`src/rtl/sa_leak_pkg.sv`:
```
package sa_leak_pkg;
  typedef enum logic [1:0] {
    STYLE_STATIC   = 2'd0,
    STYLE_DUAL_ST  = 2'd1,
    STYLE_PRE      = 2'd2,
    STYLE_DUAL_PRE = 2'd3
  } style_e;

  typedef struct packed {
    logic capture;
    logic edgeSplit;
    logic railPair;
    logic preSingle;
    logic preDual;
  } leak_ctrl_t;
endpackage

```
`src/rtl/sa_leak_ctrl.sv`:
```
module sa_leak_ctrl
  import sa_leak_pkg::*;
(
  input  logic       inValid,
  input  logic [1:0] styleSel,
  output leak_ctrl_t ctrl
);
  style_e style;

  always_comb begin
    style = style_e'(styleSel);
    ctrl = '0;
    ctrl.capture = inValid;
    unique case (style)
      STYLE_STATIC:   ctrl.edgeSplit = 1'b1;
      STYLE_DUAL_ST:  ctrl.railPair  = 1'b1;
      STYLE_PRE:      ctrl.preSingle = 1'b1;
      default:        ctrl.preDual   = 1'b1;
    endcase
  end
endmodule

```
`src/rtl/sa_leak_datapath.sv`:
```
module sa_leak_datapath
  import sa_leak_pkg::*;
#(
  parameter int DATA_W = 16,
  parameter int COEF_W = 8,
  parameter int CNT_W  = $clog2(DATA_W + 1),
  parameter int EST_W  = COEF_W + CNT_W + 1
) (
  input  logic              clk,
  input  logic              rst,
  input  leak_ctrl_t        ctrl,
  input  logic [DATA_W-1:0] dataIn,
  input  logic [COEF_W-1:0] coefA,
  input  logic [COEF_W-1:0] coefB,
  output logic              outValid,
  output logic [CNT_W-1:0]  chargeCnt,
  output logic [CNT_W-1:0]  dischargeCnt,
  output logic [CNT_W-1:0]  hamWeight,
  output logic [CNT_W-1:0]  hamDist,
  output logic [EST_W-1:0]  powerEst
);
  localparam logic [CNT_W-1:0] FULL = CNT_W'(DATA_W);

  function automatic logic [CNT_W-1:0] popCount(input logic [DATA_W-1:0] v);
    logic [CNT_W-1:0] acc;
    acc = '0;
    for (int i = 0; i < DATA_W; i++) acc = acc + CNT_W'(v[i]);
    return acc;
  endfunction

  logic [DATA_W-1:0] refQ;
  logic [CNT_W-1:0]  riseN, fallN, distN, weightN, zeroN;
  logic [CNT_W-1:0]  chargeN, dischargeN, metricN;
  logic [EST_W-1:0]  estN;

  always_comb begin
    riseN   = popCount(~refQ & dataIn);
    fallN   = popCount(refQ & ~dataIn);
    distN   = riseN + fallN;
    weightN = popCount(dataIn);
    zeroN   = FULL - weightN;
    if (ctrl.edgeSplit) begin
      chargeN = riseN;  dischargeN = fallN;  metricN = distN;
    end else if (ctrl.railPair) begin
      chargeN = distN;  dischargeN = distN;  metricN = distN;
    end else if (ctrl.preSingle) begin
      chargeN = zeroN;  dischargeN = zeroN;  metricN = weightN;
    end else begin
      chargeN = FULL;   dischargeN = FULL;   metricN = FULL;
    end
    estN = EST_W'(coefA) * EST_W'(metricN) + EST_W'(coefB);
  end

  always_ff @(posedge clk) begin
    if (rst) begin
      refQ         <= '0;
      outValid     <= 1'b0;
      chargeCnt    <= '0;
      dischargeCnt <= '0;
      hamWeight    <= '0;
      hamDist      <= '0;
      powerEst     <= '0;
    end else begin
      outValid <= ctrl.capture;
      if (ctrl.capture) begin
        refQ         <= dataIn;
        chargeCnt    <= chargeN;
        dischargeCnt <= dischargeN;
        hamWeight    <= weightN;
        hamDist      <= distN;
        powerEst     <= estN;
      end
    end
  end
endmodule

```
`src/rtl/sa_leak_est.sv`:
```
module sa_leak_est
  import sa_leak_pkg::*;
#(
  parameter int DATA_W = 16,
  parameter int COEF_W = 8,
  parameter int CNT_W  = $clog2(DATA_W + 1),
  parameter int EST_W  = COEF_W + CNT_W + 1
) (
  input  logic              clk,
  input  logic              rst,
  input  logic              inValid,
  input  logic [DATA_W-1:0] dataIn,
  input  logic [1:0]        styleSel,
  input  logic [COEF_W-1:0] coefA,
  input  logic [COEF_W-1:0] coefB,
  output logic              outValid,
  output logic [CNT_W-1:0]  chargeCnt,
  output logic [CNT_W-1:0]  dischargeCnt,
  output logic [CNT_W-1:0]  hamWeight,
  output logic [CNT_W-1:0]  hamDist,
  output logic [EST_W-1:0]  powerEst
);
  leak_ctrl_t ctrl;

  sa_leak_ctrl u_ctrl (
    .inValid (inValid),
    .styleSel(styleSel),
    .ctrl    (ctrl)
  );

  sa_leak_datapath #(
    .DATA_W(DATA_W), .COEF_W(COEF_W), .CNT_W(CNT_W), .EST_W(EST_W)
  ) u_dp (
    .clk         (clk),
    .rst         (rst),
    .ctrl        (ctrl),
    .dataIn      (dataIn),
    .coefA       (coefA),
    .coefB       (coefB),
    .outValid    (outValid),
    .chargeCnt   (chargeCnt),
    .dischargeCnt(dischargeCnt),
    .hamWeight   (hamWeight),
    .hamDist     (hamDist),
    .powerEst    (powerEst)
  );
endmodule

```
`config.mk`:
```
export PLATFORM = sky130hd
export DESIGN_NAME = sa_leak_est
export DESIGN_NICKNAME = d
export VERILOG_FILES = /design/src/rtl/sa_leak_pkg.sv /design/src/rtl/sa_leak_ctrl.sv /design/src/rtl/sa_leak_datapath.sv /design/src/rtl/sa_leak_est.sv
export SDC_FILE = /design/constraint.sdc
export NUM_CORES = 1
export LEC_CHECK = 0
export ABC_AREA = 0
export CORE_MARGIN = 1
export CORE_UTILIZATION = 50
export CTS_BUF_LIST = sky130_fd_sc_hd__clkbuf_4 sky130_fd_sc_hd__clkbuf_8 sky130_fd_sc_hd__clkbuf_16
export DETAILED_ROUTE_END_ITERATION = 16
export DONT_BUFFER_PORTS = 1
export GPL_ROUTABILITY_DRIVEN = 0
export GPL_TIMING_DRIVEN = 0
export PLACE_DENSITY_LB_ADDON = 0.08
export RECOVER_POWER = 100
export SETUP_SLACK_MARGIN = 0.05
export SLEW_MARGIN = 20
export SYNTH_ARGS = -nofsm -noshare
export SYNTH_HDL_FRONTEND = slang
export SYNTH_SLANG_ARGS = --single-unit
```
`constraint.sdc`:
```
create_clock -name clk -period 11.8 [get_ports clk]
set_input_delay 1.18 -clock clk [delete_from_list [all_inputs] [get_ports clk]]
set_output_delay 1.18 -clock clk [all_outputs]
set_load 0.03 [all_outputs]
```
### Word level (Yosys, flattened, before mapping)

Index checks and enable logic that the tools add are counted.

| operators by class | value |
|---|---|
| reduce and logical (&&, ||, !) cells | 1 |
| bitwise logic cells | 4 |
| multiplexer cells | 10 |
| add/sub/neg operators | 48 |
| multiply operators | 1 |
| equal/unequal tests | 2 |

Operators by type and width:

| operator | number |
|---|---|
| $add A5 B1 Y5 | 42 |
| $mux W5 | 7 |
| $and A16 B16 Y16 | 2 |
| $not A16 Y16 | 2 |
| $add A13 B8 Y14 | 1 |
| $mul A8 B5 Y13 | 1 |
| $add A1 B1 Y2 | 3 |
| $add A5 B5 Y5 | 1 |
| $sub A5 B5 Y5 const A | 1 |
| $mux W1 | 3 |
| $eq A2 B1 Y1 const B | 1 |
| $eq A2 B2 Y1 const B | 1 |
| $logic_not A2 Y1 | 1 |

| storage, ports and cells | value |
|---|---|
| output and inout port bits | 35 |
| flip-flop bits (word level) | 51 |
| input bits | 37 |

### Longest topological paths before layout

| depth | value |
|---|---|
| depth after elaboration | 22 |
| depth in mapped cells | 33 |
| depth with buffers taken out | 33 |

### Modules after synthesis

Synthesis repeated with hierarchy kept, for this count alone.

| unflattened totals | value |
|---|---|
| cell total of the unflattened synthesis | 566 |
| area total of the unflattened synthesis | 5072.4 um^2 |

By module, submodules not included:

| module | area each (um^2) | sequential area each (um^2) | cells an instance | instances |
|---|---|---|---|---|
| sa_leak_datapath | 5038.6 | 1021.0 | 561 | 1 |
| sa_leak_ctrl | 33.8 | 0.0 | 5 | 1 |

### Worst setup path before layout

No wires, ideal clock.

| timing | value |
|---|---|
| path type | input -> register |
| start | input port dataIn[0] |
| end | register u_dp.powerEst[9] |
| data arrival time | 9.185 ns |
| path buffers | 0 |
| stages on the path | 28 |
| library setup time | 0.117 ns |
| setup slack | 2.498 ns |
| cell sequence | nor2b_1 > ha_1 > inv_1 > fa_1 > fa_1 > fa_1 > inv_1 > fa_1 > fa_1 > inv_1 > fa_1 > fa_1 > nor3b_1 > o221ai_1 > o41ai_2 > nor3_2 > mux2i_2 > nand3_1 > fa_1 > fa_1 > fa_1 > inv_1 > ha_1 > nor2b_1 > a311oi_1 > a21oi_1 > xor2_1 > a22o_1 |

| between the ends | value |
|---|---|
| cells in the longest elaborated chain, start to end | 22 |

Ends and longest elaborated chain:

| item | line | source |
|---|---|---|
| start, declared | sa_leak_est.sv:12 | `input logic [DATA_W-1:0] dataIn,` |
| $not A16 Y16 | sa_leak_datapath.sv:38 | `fallN = popCount(refQ & ~dataIn);` |
| $and A16 B16 Y16 | sa_leak_datapath.sv:38 |  |
| $add A1 B1 Y2 | sa_leak_datapath.sv:27 | `for (int i = 0; i < DATA_W; i++) acc = acc + CNT_W'(v[i]);` |
| $add A5 B1 Y5 (14 in series) | sa_leak_datapath.sv:27 |  |
| $add A5 B5 Y5 | sa_leak_datapath.sv:39 | `distN = riseN + fallN;` |
| $mux W5 | sa_leak_datapath.sv:44 | `end else if (ctrl.railPair) begin` |
| $mux W5 (*) | sa_leak_datapath.sv:42 | `if (ctrl.edgeSplit) begin` |
| $mul A8 B5 Y13 (*) | sa_leak_datapath.sv:51 | `estN = EST_W'(coefA) * EST_W'(metricN) + EST_W'(coefB);` |
| $add A13 B8 Y14 (*) | sa_leak_datapath.sv:51 |  |
| end signal, assigned | sa_leak_datapath.sv:71 | `powerEst <= estN;` |
| end, declared | sa_leak_datapath.sv:20 | `output logic [EST_W-1:0] powerEst` |

Mark *: on every way between the ends. The rest lies on a longest branch, timed or not.
A chain may end at the register's enable or synchronous reset.

### Final worst setup path

| timing | value |
|---|---|
| start | input port dataIn[0] |
| end | register u_dp.powerEst[10] |

Same word-level chain as after synthesis.

==> results.ini <==
[final_layout]
layout_common_cells = 78 x inv_1, 68 x nor2_1, 57 x fa_1
multi_input_area_mm2 = 0.003664
finish.net_count = 709
antenna-diode-count = 0
finalInstanceArea_mm2 = 0.005289
layout.cells.most_common = inv_1
flow.area_growth_from_synthesis_pct = 4.499
regArea_mm2 = 0.001021
fill_cells = 940
drive_gt1_share_pct = 2.448

[yosys]
synth_compound_gate_area_share_pct = 11.17
synth-edff-count = 0
synth_mux_area_share_pct = 6.007
most_used_dff_post_synth = dfxtp_1
synthDistinctLibCells = 51
syn-cell-area_mm2 = 0.005061
sequential_area_share_after_synthesis_pct = 20.17
main_combinational_cell_family_by_area_after_synthesis = adder cells
synth_simple_gate_area_share_pct = 18.74
post_synth_inst_count = 564
synthAdderAreaFrac_pct = 33.42
ys.warnings.count = 0
total_of_flip_flops_plus_latches_after_synthesis = 51
synth_xor_area_share_pct = 3.585
synth-async-reset-ratio_pct = 0
postSynthNetCount = 702
syn_area_per_cell_um2 = 8.974

[sta]
setup-violations-final = 0
clock-skew-final_ps = 7.655
rsz0062_at_grt = no
tmin_final_ps = 10310
setup-tns-final_ps = 0
fmax_ghz = 0.09698
post-route-period-util_pct = 87.38
final-max-slew-violation-count = 0
finalHoldViolations = 0
relSlewSlack_pct = 43.43
whs_ps = 527.0
tightestPinTransition_ps = 848.5
finalWorstSetupSlack_ps = 1489

[placement]
port_buffers = 0
place_hpwl_um = 9563
dp_slack_ps = 1554
placedInstanceArea_mm2 = 0.005228

[drt]
vias_per_cell = 5.374
drt_pass1_iterations = 5
postRouteAntennaNets = 0
detail_route.iter0.violations = 171
drc_errors = 0
route.final.wire_length_um = 11150
vias = 3789
wl_per_cell_um = 15.82

[flow_run]
max_cap_violations = 0

[global_route]
antenna_found_initial = 0
grt_util_all_layers_pct = 22.57
grt_first_pass_wirelength_um = 18170
grt.overflow.total = 0
grt_start_max_net_pins = 16
first_global_vias = 3786

[die]
num_rows = 36
placeableCoreArea_mm2 = 0.009774
die_x_um = 102.6
floorplan.initialDensity_pct = 51.78
die_ar_mm2 = 0.01053
die_height_um = 102.6
io_pins = 72

[cts]
ctsLongestPathBuffers = 2
cts.sink_count = 51
postCtsResizedCells = 0
cts_tree = built
hold_buffers = 0
number_of_clock_buffers_inserted_by_tritoncts = 5
cts_root_buf = clkbuf_8
clock_latency_ps = 310
path_clk_slew_ps = 100
h-tree-depth = 2
post_cts_buffers = 0

[outcome]
run_status = completed

[worst_hold_path]
min_path_type = reg2reg

[critical_path]
max_incr_delay_on_cp_ps = 660
cp_data_arrival_time_ps = 10540
worst-endpoint-required_ps = 12030
cell_occurring_most_often_along_the_worst_timing_path = fa_1
crit_path_start_kind = primary input
timing.critical_path.fanout_max = 8
critical_path.endpoint_type = flip-flop
cp_slowest_cell = mux2i_1
worst-setup-path-type = in2reg

==> final cells by class <==
type | count | area share (%)
flip-flops and latches | 51 | 19.30
clock inverters | 2 | 0.2366
clock buffers | 6 | 1.443
plain buffers | 15 | 1.065
well taps | 133 | 3.146
inverters | 78 | 5.536
multi-input cells | 420 | 69.27
==> sequential cells by signal (all words and copies together), names as in the netlist <==
name / count
u_dp.chargeCnt: 5
u_dp.dischargeCnt: 5
u_dp.hamDist: 5
u_dp.hamWeight: 5
u_dp.outValid: 1
u_dp.powerEst: 14
u_dp.refQ: 16
==> routing by layer <==
metal  track usage (%)  wire length, um  vias up
li1                  -                -     1863
met1             27.86             4719     1817
met2             40.87             5676       98
met3             4.271              654       11
met4             4.615              101        0
met5                 0                0        -
==> worst max-delay path, delay by kind of cell <==
family	cells	cell delay, ps
AO/OA/AOI/OAI	7	1500
adder cells (fa/ha/maj)	12	5840
multiplexers	1	660
AND/OR/NAND/NOR	4	970
XOR/XNOR	1	170
buffers and inverters	4	250
==> Yosys cell counts (2+ instances only) <==
master | count | area share [%]
nand3_1 | 5 | 0.49
o31ai_1 | 2 | 0.30
nor3_1 | 9 | 0.89
fa_1 | 57 | 23
and2_1 | 8 | 0.99
and3_1 | 7 | 0.87
a21oi_1 | 25 | 2.5
a2111oi_2 | 2 | 0.59
o21ai_0 | 9 | 0.89
nor2b_1 | 36 | 4.5
a221oi_1 | 3 | 0.52
o21ai_1 | 3 | 0.30
xnor2_1 | 10 | 1.7
o221ai_1 | 2 | 0.35
buf_1 | 4 | 0.30
o21a_1 | 4 | 0.59
a21boi_0 | 2 | 0.30
nor2_1 | 68 | 5.0
xor2_1 | 7 | 1.2
clkbuf_1 | 11 | 0.82
a211oi_1 | 13 | 1.9
nand2_1 | 26 | 1.9
ha_1 | 44 | 11
a21o_1 | 5 | 0.74
xnor2_2 | 2 | 0.64
dfxtp_1 | 51 | 20
inv_1 | 78 | 5.8
nand2b_1 | 17 | 2.1
nor4_1 | 2 | 0.25
mux2i_1 | 29 | 5.7
nor3b_1 | 3 | 0.44
==> stage by stage <==
stage	util [%]	instances
5_1_grt	54.11	705
3_3_place_gp	53.48	697
4_1_cts	54.39	705
3_5_place_dp	53.48	697
2_1_floorplan	-	564
6_report	54.11	705
==> worst paths after layout <==
path                       endpoint  slack (ps)  cells after the start           from
setup / recovery  u_dp.powerEst[10]        1490                     29      dataIn[0]
hold / removal        u_dp.refQ[14]         530                      2  u_dp.refQ[14]
setup reg to reg  u_dp.powerEst[10]        2050                     29   u_dp.refQ[0]
hold reg to reg       u_dp.refQ[14]         530                      2  u_dp.refQ[14]
==> kinds of logic (layout without fill, tap and decap cells) <==
group,count (synthesis),in the layout
adder cells (fa/ha/maj),101,101
buffers and inverters,93,101
AND/OR/NAND/NOR,188,188
flip-flops,51,51
XOR/XNOR,19,19
multiplexers,30,30
AO/OA/AOI/OAI,82,82
Power is left out: the tool's default activity adds up to more than one toggle a clock period on the data nets, which glitch-free logic cannot reach.
